<file path="src/rtl/pot_seq_pkg.sv">
package pot_seq_pkg;

   typedef enum logic [2:0] {
      ST_IDLE,
      ST_SETUP,
      ST_LOW,
      ST_HIGH,
      ST_TAIL_HI,
      ST_TAIL_LO,
      ST_REL,
      ST_WAIT
   } pot_state_e;

   function automatic int unsigned umax2(int unsigned a, int unsigned b);
      return (a > b) ? a : b;
   endfunction

   // Width needed to hold values 0..v
   function automatic int unsigned bits_for(int unsigned v);
      int unsigned w;
      w = 1;
      while ((64'd1 << w) <= 64'(v)) w++;
      return w;
   endfunction

endpackage

</file>
<file path="src/rtl/pot_interval_timer.sv">
module pot_interval_timer #(
   parameter int unsigned CNT_W = 8
) (
   input  logic             clk,
   input  logic             rst_n,
   input  logic             load,
   input  logic [CNT_W-1:0] load_val,
   output logic             expired
);
   logic [CNT_W-1:0] cnt_q;

   // A load of N leaves expired high in the N-th cycle after the load edge
   always_ff @(posedge clk or negedge rst_n) begin
      if (!rst_n) begin
         cnt_q <= '0;
      end else if (load) begin
         cnt_q <= load_val - CNT_W'(1);
      end else if (cnt_q != '0) begin
         cnt_q <= cnt_q - CNT_W'(1);
      end
   end

   assign expired = (cnt_q == '0);
endmodule

</file>
<file path="src/rtl/pot_wiper_shadow.sv">
module pot_wiper_shadow #(
   parameter int unsigned POS_W    = 7,
   parameter int unsigned POS_MAX  = 99,
   parameter int unsigned INIT_POS = 0
) (
   input  logic             clk,
   input  logic             rst_n,
   input  logic             step,
   input  logic             up,
   output logic [POS_W-1:0] pos
);
   localparam logic [POS_W-1:0] TOP = POS_W'(POS_MAX);

   logic [POS_W-1:0] pos_q;

   always_ff @(posedge clk or negedge rst_n) begin
      if (!rst_n) begin
         pos_q <= POS_W'(INIT_POS);
      end else if (step) begin
         if (up) begin
            if (pos_q != TOP) pos_q <= pos_q + POS_W'(1);
         end else begin
            if (pos_q != '0) pos_q <= pos_q - POS_W'(1);
         end
      end
   end

   assign pos = pos_q;
endmodule

</file>
<file path="src/rtl/pot_seq_fsm.sv">
module pot_seq_fsm
   import pot_seq_pkg::*;
#(
   parameter int unsigned STEP_W      = 8,
   parameter int unsigned CNT_W       = 8,
   parameter int unsigned SETUP_CLK   = 4,
   parameter int unsigned LOW_CLK     = 4,
   parameter int unsigned HIGH_CLK    = 4,
   parameter int unsigned TAIL_CLK    = 4,
   parameter int unsigned STORE_CLK   = 16,
   parameter int unsigned NOSTORE_CLK = 4
) (
   input  logic              clk,
   input  logic              rst_n,
   input  logic              cmd_valid,
   input  logic [STEP_W-1:0] cmd_steps,
   input  logic              cmd_up,
   input  logic              cmd_commit,
   output logic              cmd_ready,
   output logic              sel_n,
   output logic              inc,
   output logic              dir_up,
   output logic              step_pulse,
   output logic              tmr_load,
   output logic [CNT_W-1:0]  tmr_val,
   input  logic              tmr_expired
);
   pot_state_e        state_q, state_d;
   logic [STEP_W-1:0] left_q, left_d;
   logic              commit_q, commit_d;
   logic              dir_q, dir_d;
   logic              sel_n_q, inc_q;

   function automatic logic [CNT_W-1:0] dur_of(pot_state_e s, logic commit);
      case (s)
         ST_SETUP:              return CNT_W'(SETUP_CLK);
         ST_LOW:                return CNT_W'(LOW_CLK);
         ST_HIGH:               return CNT_W'(HIGH_CLK);
         ST_TAIL_HI, ST_TAIL_LO: return CNT_W'(TAIL_CLK);
         ST_WAIT:               return commit ? CNT_W'(STORE_CLK) : CNT_W'(NOSTORE_CLK);
         default:               return CNT_W'(1);
      endcase
   endfunction

   always_comb begin
      state_d    = state_q;
      left_d     = left_q;
      commit_d   = commit_q;
      dir_d      = dir_q;
      step_pulse = 1'b0;
      case (state_q)
         ST_IDLE: begin
            // zero steps without a store is accepted and does nothing
            if (cmd_valid && (cmd_steps != '0 || cmd_commit)) begin
               state_d  = ST_SETUP;
               left_d   = cmd_steps;
               commit_d = cmd_commit;
               dir_d    = cmd_up;
            end
         end
         ST_SETUP: begin
            if (tmr_expired) begin
               if (left_q == '0) begin
                  state_d = ST_TAIL_HI;
               end else begin
                  state_d    = ST_LOW;
                  left_d     = left_q - STEP_W'(1);
                  step_pulse = 1'b1;
               end
            end
         end
         ST_LOW: begin
            if (tmr_expired) begin
               state_d = (left_q == '0 && !commit_q) ? ST_TAIL_LO : ST_HIGH;
            end
         end
         ST_HIGH: begin
            if (tmr_expired) begin
               if (left_q == '0) begin
                  state_d = ST_TAIL_HI;
               end else begin
                  state_d    = ST_LOW;
                  left_d     = left_q - STEP_W'(1);
                  step_pulse = 1'b1;
               end
            end
         end
         ST_TAIL_HI, ST_TAIL_LO: begin
            if (tmr_expired) state_d = ST_REL;
         end
         ST_REL: begin
            if (tmr_expired) state_d = ST_WAIT;
         end
         ST_WAIT: begin
            if (tmr_expired) state_d = ST_IDLE;
         end
         default: state_d = ST_IDLE;
      endcase
   end

   assign tmr_load = (state_d != state_q);
   assign tmr_val  = dur_of(state_d, commit_d);

   always_ff @(posedge clk or negedge rst_n) begin
      if (!rst_n) begin
         state_q  <= ST_IDLE;
         left_q   <= '0;
         commit_q <= 1'b0;
         dir_q    <= 1'b0;
         sel_n_q  <= 1'b1;
         inc_q    <= 1'b1;
      end else begin
         state_q  <= state_d;
         left_q   <= left_d;
         commit_q <= commit_d;
         dir_q    <= dir_d;
         sel_n_q  <= (state_d == ST_IDLE) || (state_d == ST_REL) || (state_d == ST_WAIT);
         if (state_d == ST_LOW || state_d == ST_TAIL_LO) inc_q <= 1'b0;
         else if (state_d != ST_REL)                     inc_q <= 1'b1;
      end
   end

   assign cmd_ready = (state_q == ST_IDLE);
   assign sel_n     = sel_n_q;
   assign inc       = inc_q;
   assign dir_up    = dir_q;
endmodule

</file>
<file path="src/rtl/pot_step_sequencer.sv">
module pot_step_sequencer
   import pot_seq_pkg::*;
#(
   parameter int unsigned STEP_W      = 8,
   parameter int unsigned POS_MAX     = 99,
   parameter int unsigned INIT_POS    = 0,
   parameter bit          TRACK_POS   = 1'b1,
   parameter int unsigned T_SEL_SETUP = 3,
   parameter int unsigned T_DIR_SETUP = 50,
   parameter int unsigned T_DIR_HOLD  = 5,
   parameter int unsigned T_INC_LOW   = 48,
   parameter int unsigned T_INC_HIGH  = 48,
   parameter int unsigned T_INC_CYCLE = 100,
   parameter int unsigned T_REL       = 50,
   parameter int unsigned T_STORE     = 500000,
   parameter int unsigned T_NOSTORE   = 5,
   localparam int unsigned POS_W      = bits_for(POS_MAX)
) (
   input  logic              clk,
   input  logic              rst_n,
   input  logic              cmd_valid,
   output logic              cmd_ready,
   input  logic [STEP_W-1:0] cmd_steps,
   input  logic              cmd_up,
   input  logic              cmd_commit,
   output logic              busy,
   output logic              pot_sel_n,
   output logic              pot_inc,
   output logic              pot_dir_up,
   output logic [POS_W-1:0]  wiper_pos
);
   localparam int unsigned SETUP_CLK   = umax2(T_SEL_SETUP, T_DIR_SETUP);
   localparam int unsigned HIGH_CLK    = umax2(T_INC_HIGH,
                                  (T_INC_CYCLE > T_INC_LOW) ? T_INC_CYCLE - T_INC_LOW : 0);
   localparam int unsigned STORE_CLK   = umax2(T_STORE, T_DIR_HOLD);
   localparam int unsigned NOSTORE_CLK = umax2(T_NOSTORE, T_DIR_HOLD);
   localparam int unsigned MAX_DUR     = umax2(umax2(umax2(SETUP_CLK, T_INC_LOW),
                                               umax2(HIGH_CLK, T_REL)),
                                               umax2(STORE_CLK, NOSTORE_CLK));
   localparam int unsigned CNT_W       = bits_for(MAX_DUR);

   // Elaboration-time parameter checks
   if (T_SEL_SETUP == 0 || T_DIR_SETUP == 0 || T_INC_LOW == 0 || T_INC_HIGH == 0 ||
       T_REL == 0 || T_STORE == 0 || T_NOSTORE == 0) begin : g_bad_interval
      $error("pot_step_sequencer: every interval must be at least one clock");
   end
   if (INIT_POS > POS_MAX) begin : g_bad_init
      $error("pot_step_sequencer: INIT_POS exceeds POS_MAX");
   end
   if (STEP_W == 0) begin : g_bad_step_w
      $error("pot_step_sequencer: STEP_W must be nonzero");
   end

   logic             tmr_load, tmr_expired, step_pulse;
   logic [CNT_W-1:0] tmr_val;

   pot_seq_fsm #(
      .STEP_W     (STEP_W),
      .CNT_W      (CNT_W),
      .SETUP_CLK  (SETUP_CLK),
      .LOW_CLK    (T_INC_LOW),
      .HIGH_CLK   (HIGH_CLK),
      .TAIL_CLK   (T_REL),
      .STORE_CLK  (STORE_CLK),
      .NOSTORE_CLK(NOSTORE_CLK)
   ) u_fsm (
      .clk        (clk),
      .rst_n      (rst_n),
      .cmd_valid  (cmd_valid),
      .cmd_steps  (cmd_steps),
      .cmd_up     (cmd_up),
      .cmd_commit (cmd_commit),
      .cmd_ready  (cmd_ready),
      .sel_n      (pot_sel_n),
      .inc        (pot_inc),
      .dir_up     (pot_dir_up),
      .step_pulse (step_pulse),
      .tmr_load   (tmr_load),
      .tmr_val    (tmr_val),
      .tmr_expired(tmr_expired)
   );

   pot_interval_timer #(.CNT_W(CNT_W)) u_timer (
      .clk     (clk),
      .rst_n   (rst_n),
      .load    (tmr_load),
      .load_val(tmr_val),
      .expired (tmr_expired)
   );

   assign busy = ~cmd_ready;

   if (TRACK_POS) begin : g_shadow
      pot_wiper_shadow #(
         .POS_W   (POS_W),
         .POS_MAX (POS_MAX),
         .INIT_POS(INIT_POS)
      ) u_shadow (
         .clk  (clk),
         .rst_n(rst_n),
         .step (step_pulse),
         .up   (pot_dir_up),
         .pos  (wiper_pos)
      );
   end else begin : g_no_shadow
      assign wiper_pos = POS_W'(INIT_POS);
   end
endmodule

</file>
<file path="config.mk">
export PLATFORM = sky130hd
export DESIGN_NAME = pot_step_sequencer
export DESIGN_NICKNAME = d
export VERILOG_FILES = /design/src/rtl/pot_seq_pkg.sv /design/src/rtl/pot_interval_timer.sv /design/src/rtl/pot_wiper_shadow.sv /design/src/rtl/pot_seq_fsm.sv /design/src/rtl/pot_step_sequencer.sv
export SDC_FILE = /design/constraint.sdc
export NUM_CORES = 1
export LEC_CHECK = 0
export ABC_AREA = 1
export ABC_CLOCK_PERIOD_IN_PS = 4300
export BUFFER_PORTS_ARGS = -buffer_cell sky130_fd_sc_hd__buf_4
export CELL_PAD_IN_SITES_DETAIL_PLACEMENT = 0
export CELL_PAD_IN_SITES_GLOBAL_PLACEMENT = 1
export CORE_AREA = 10 10 109 130
export CTS_BUF_LIST = sky130_fd_sc_hd__clkbuf_8 sky130_fd_sc_hd__clkbuf_16
export DETAILED_ROUTE_END_ITERATION = 12
export DIE_AREA = 0 0 119 140
export GPL_ROUTABILITY_DRIVEN = 0
export GPL_TIMING_DRIVEN = 0
export PLACE_DENSITY = 0.56
export SETUP_SLACK_MARGIN = 0.4
export SLEW_MARGIN = 10
export SYNTH_ARGS = -nofsm -noshare
export SYNTH_HDL_FRONTEND = slang
export SYNTH_HIERARCHICAL = 1
export SYNTH_SLANG_ARGS = --single-unit
export TNS_END_PERCENT = 10
</file>
<file path="constraint.sdc">
create_clock -name clk -period 4.3 [get_ports clk]
set_clock_uncertainty 0.2 [all_clocks]
set_input_delay 0.645 -clock clk [delete_from_list [all_inputs] [get_ports clk]]
set_output_delay 0.645 -clock clk [all_outputs]
set_load 0.02 [all_outputs]
</file>
Yosys cells after proc, flatten, opt, wreduce, memory -nomap -nowiden

Index checks and enable logic that the tools add are counted.

RAM bits: 0
Output and inout port bits: 12
Input bits: 13
Bits in latches: 0
Memories: 0
Bits in read-only memories: 0
Register bits: 41

Bitwise gates (word level): 1
Reduce and logical (&&, ||, !) cells: 24
Divide/modulo/power cells: 0
Shifts and indexed selects: 0
Equality and inequality tests: 21
Mux-type cells: 27
$lt $le $gt $ge: 0
$add $sub $neg: 5
$mul: 0

Operator list:

| cell                    | number |
|---|---|
| $pmux W19 S4            | 1 |
| $mux W19                | 3 |
| $sub A19 B1 Y19 const B | 2 |
| $eq A3 B3 Y1 const B    | 8 |
| $mux W3                 | 8 |
| $mux W8                 | 3 |
| $mux W7                 | 3 |
| $logic_not A19 Y1       | 1 |
| $reduce_bool A19 Y1     | 1 |
| $pmux W3 S6             | 1 |
| $pmux W8 S2             | 1 |
| $eq A3 B2 Y1 const B    | 4 |
| $logic_not A8 Y1        | 1 |
| $reduce_bool A2 Y1      | 4 |
| $reduce_bool A8 Y1      | 1 |
| $sub A8 B1 Y8 const B   | 1 |
| $add A7 B1 Y7 const B   | 1 |
| $mux W1                 | 7 |
| $ne A7 B7 Y1 const B    | 1 |
| $reduce_bool A7 Y1      | 1 |
| $sub A7 B1 Y7 const B   | 1 |
| $eq A3 B1 Y1 const B    | 2 |
| $logic_not A3 Y1        | 2 |
| $ne A2 B1 Y1 const B    | 3 |
| other kinds (12)        | 17 |

Depth between registers and ports, before layout

Word-level depth: 10
Gate-level depth with buffers: 26
Gate-level depth less buffers: 26

Modules after synthesis

The synthesis kept the hierarchy.

Modules (own cells, without submodules):

| module             | area each (um2) | sequential area each (um2) | cells an instance | instances |
|---|---|---|---|---|
| pot_interval_timer | 1,599.0         | 475.5                      | 250               | 1 |
| pot_seq_fsm        | 1,232.4         | 377.9                      | 188               | 1 |
| pot_wiper_shadow   | 560.5           | 175.2                      | 80                | 1 |
| pot_step_sequencer | 3.8             | 0.0                        | 1                 | 1 |

Worst setup path before layout

OpenSTA, ideal clock, no wires.

Kind: register -> register
Start point: reg u_timer.cnt_q[0]
End point: reg u_timer.cnt_q[10]
Slack: 0.949 ns
Buffers on the path: 2
Data arrival time: 3.019 ns
Data required time: 3.968 ns
Stages on the path, launching flop included: 26
Setup time: 0.132 ns
Cell sequence: dfrtp_1 > nor2_1 > nand3_1 > nor3_1 > nand3_1 > inv_1 > inv_1 > nor2_4 > inv_2 > nor2_2 > nor2_1 > nand2_2 > inv_2 > o21ai_1 > buf_6 > buf_8 > nand2_2 > o21ai_4 > ha_1 > nand3_1 > nor2_1 > inv_1 > nor2_4 > nand2_1 > xor2_1 > nor2_1

Elaborated cells on any way between the ends: 22
Those cells by class: 2 x add/sub; 7 x eq/ne; 9 x mux; 4 x reduce/logical

RTL lines:

| item                                                  | RTL line                 | text |
|---|---|---|
| from (decl)                                           | pot_interval_timer.sv:10 | `logic [CNT_W-1:0] cnt_q;` |
| from (signal assigned)                                | pot_interval_timer.sv:17 | `cnt_q <= load_val - CNT_W'(1);` |
| from (signal assigned)                                | pot_interval_timer.sv:19 | `cnt_q <= cnt_q - CNT_W'(1);` |
| $logic_not A19 Y1 *                                   | pot_interval_timer.sv:23 | `assign expired = (cnt_q == '0);` |
| via tmr_expired                                       | pot_step_sequencer.sv:54 | `logic tmr_load, tmr_expired, step_pulse;` |
| $mux W3, on equally long branches                     | n/a                      |  |
| $pmux W3 S6 *                                         | pot_seq_fsm.sv:51        | `case (state_q)` |
| via u_fsm.state_d[1]                                  | pot_seq_fsm.sv:28        | `pot_state_e state_q, state_d;` |
| $ne A3 B3 Y1 *                                        | pot_seq_fsm.sv:101       | `assign tmr_load = (state_d != state_q);` |
| via tmr_load                                          | pot_step_sequencer.sv:54 |  |
| $mux W19 / $reduce_bool A2 Y1 (equally long branches) | n/a                      |  |

The timed path passes the listed nets; every way through them passes the cells marked *. The select of a mux whose other input is x is not followed.
A chain may end at the register's enable or synchronous reset.

Final worst setup path

Start point: reg u_timer.cnt_q[5]
End point: reg u_timer.cnt_q[8]

The elaborated chain is that of the path after synthesis.

==> flow_summary_export.csv <==
group,metric,value,unit
clock_tree,clockBufferDepth,2,
floorplanning,core,11510,µm²
global_routing,overflow,0,
job,maxCapViolations,0,
timing,finalHoldViolCount,0,
power,vdd_ir_drop_max,0.2411,mV
detailed_routing,via_count,3182,
clock_tree,clockRootBuffer,"clkbuf_16",
clock_tree,cts.sinks,41,
critical_path,worstPathMaxFanout,6,
global_routing,grt_max_degree,42,
clock_tree,clk_latency,0.29,ns
timing,fmax,273.8,MHz
floorplanning,rows,43,
placed_design,placed_cells,707,
finish,final_cell_mix,"nand2_1, inv_1, buf_4",
critical_path,crit_slowest_cell,"dfrtp_1",
finish,final_common_cell,"nand2_1",
clock_tree,cts_tree,"yes",
timing,setup_viol,0,
global_routing,grt_pass1_wl,15620,µm
detailed_routing,drtIter0Drc,132,
finish,syn2layout_area_growth,20.41,%
logic_synthesis,synth_seq_area_share,30.29,%
timing,relSlewSlack,59.63,%
timing,fin_ws,0.6472,ns
finish,antennaDiodeCount,0,
clock_tree,h-tree-depth,2,
logic_synthesis,synthCells,519,
detailed_routing,drt_pass1_iterations,4,
finish,post-route-util,35.51,%
critical_path,cp.required,4.26,ns
clock_tree,cts_made_buffers,5,
logic_synthesis,ys_top_cells_by_area,"dfrtp_1, nand2_1, inv_1",
critical_path,crit_arrival,3.62,ns
logic_synthesis,avgSynthCellArea,6.543,µm²
global_routing,track_usage,11.52,%
clock_tree,clkTransAtPathRegs,0.07,ns
placed_design,dp_hpwl,7070,µm
detailed_routing,routed_wl,9439,µm
critical_path,regToRegSetupSlack,0.65,ns
finish,drive_gt1_share,20.95,%
timing,slew_viol_final,0,
timing,tns,0,ns
global_routing,antenna_found_initial,0,
detailed_routing,antenna_left,0,
placed_design,place_ws,0.1478,ns
logic_synthesis,yosys_warnings,6,
critical_path,start_kind,"flop",
timing,rsz0062_at_grt,"no",
critical_path,cp-end-kind,"flop",
status,status,"finished clean",
power,p_leak,0.002132,µW
floorplanning,fp.dieArea,16660,µm²
logic_synthesis,netlist_area,3396,µm²
detailed_routing,viasPerCell,4.389,
placed_design,portBuffers,24,
critical_path,cpLargestDelayFamily,"simple AND/OR/NAND/NOR gates",
power,total_power,1777,µW
clock_tree,ctsHoldBuffers,0,
timing,worst_pin_slew,0.6055,ns
detailed_routing,drc_errors,0,
power,power_density,434.5,nW/µm²
global_routing,grt_pass1_vias,3116,
finish,final_nets,590,
critical_path,max_stage_delay,0.36,ns
finish,final_cells,725,
floorplanning,initial_core_util,29.49,%
floorplanning,die_h,140,µm
logic_synthesis,ys_ff_latch,41,
floorplanning,die_w,119,µm
min_path,holdCritPathClass,"in2async",
floorplanning,ios,25,
timing,min_period,3.653,ns
logic_synthesis,netlist.area_leader.share,28.74,%
critical_path,crit_type,"reg2reg",
critical_path,crit_chain,"inv_1 -> nand4_1 -> nor3_2 -> nand3_2 -> inv_2 -> buf_4 -> nand2_1 -> inv_1 -> nor3_1 -> nor2_1 -> nand2_2 -> inv_2 -> o21ai_4 -> buf_6 -> buf_4 -> o21ai_4 -> ha_4 -> nand3_1 -> nor2_2 -> inv_1 -> nor2_4 -> buf_4 -> xor2_1 -> nor2_1",
logic_synthesis,yosysUniqueCellTypes,36,
timing,period_share,84.95,%
critical_path,crit_buf_inv,9,
detailed_routing,wire_per_inst,13.02,µm
logic_synthesis,yosysTopAreaCell,"dfrtp_1",
## final cells by class
class	count	area, µm²
repair buffers	35	262.8
inverters	87	326.6
plain buffers	21	180.2
fillers	1316	7425
multi-input cells	377	1961
clock buffers	5	125.1
clock inverters	2	8.758
flip-flops and latches	41	1028
well taps	157	196.4
## registers in the layout (all words and copies together), names as in the netlist
register and count:
u_fsm/commit_q 1, u_fsm/state_q 3, g_shadow.u_shadow/pos 7, u_fsm/dir_up 1, u_fsm/inc 1, u_timer/cnt_q 19
u_fsm/left_q 8, u_fsm/sel_n 1
## stage by stage
stage | hold slack, ns | cell area, µm²
finish | 0.1539 | 4089
global route | 0.2177 | 4089
CTS | 0.1951 | 3968
detailed placement | 0.3044 | 3799
global placement | 0.3106 | 3799
floorplan | 0.1494 | 3422
## power breakdown
group          switching [µW]  leakage, µW  internal, µW  total (µW)
Combinational             541      0.00157           306         847
Clock                     168    0.0000709           209         377
Sequential               64.6     0.000487           488         552
## kinds of logic after synthesis
kind of cell	Yosys count	synth area share, %
adder cells (fa/ha/maj)	9	3.537
AND/OR/NAND/NOR	296	39.39
XOR/XNOR	10	2.579
other	1	0.1104
AO/OA/AOI/OAI	53	8.843
multiplexers	1	0.3316
flip-flops	41	30.29
buffers and inverters	108	14.92
## per-layer routing
layer  track usage (%)  vias to the layer above  wire [µm]
li1                  -                     1672          -
met1             14.94                     1470       4636
met2             19.10                       32       4462
met3             1.930                        8        205
met4             3.284                        0        136
met5                 0                        -          0
## path summary, 6_finish.rpt
check | from | to | depth (start not counted)
min | rst_n | g_shadow.u_shadow/pos[4] | 1
min in group clk | u_fsm/inc | u_fsm/inc | 2
max in group asynchronous | rst_n | u_timer/cnt_q[5] | 1
max | u_timer/cnt_q[5] | u_timer/cnt_q[8] | 24
max reg2reg | u_timer/cnt_q[5] | u_timer/cnt_q[8] | 24
min reg2reg | u_fsm/inc | u_fsm/inc | 2
## synthesized netlist by cell type, drive strengths merged
cell and n:
dfrtp 39, nand2 173, nand4 8, buf 20, clkbuf 1, nand3 39
and2 1, or2 4, xnor2 3, xor2 7, inv 87, a21oi 12
nor2 64, a22oi 1, mux2 1, fa 1, nand3b 1, dfstp 2
nor3 6, o21ai 40, ha 8, conb 1
## repair_timing
item                                    in CTS  in global routing
pin swaps                                    0                  7
gates resized for setup                      6                 12
endpoints found under the setup margin       7                 14
setup buffers                                2                  9
Power figures use the tool's default switching activity.
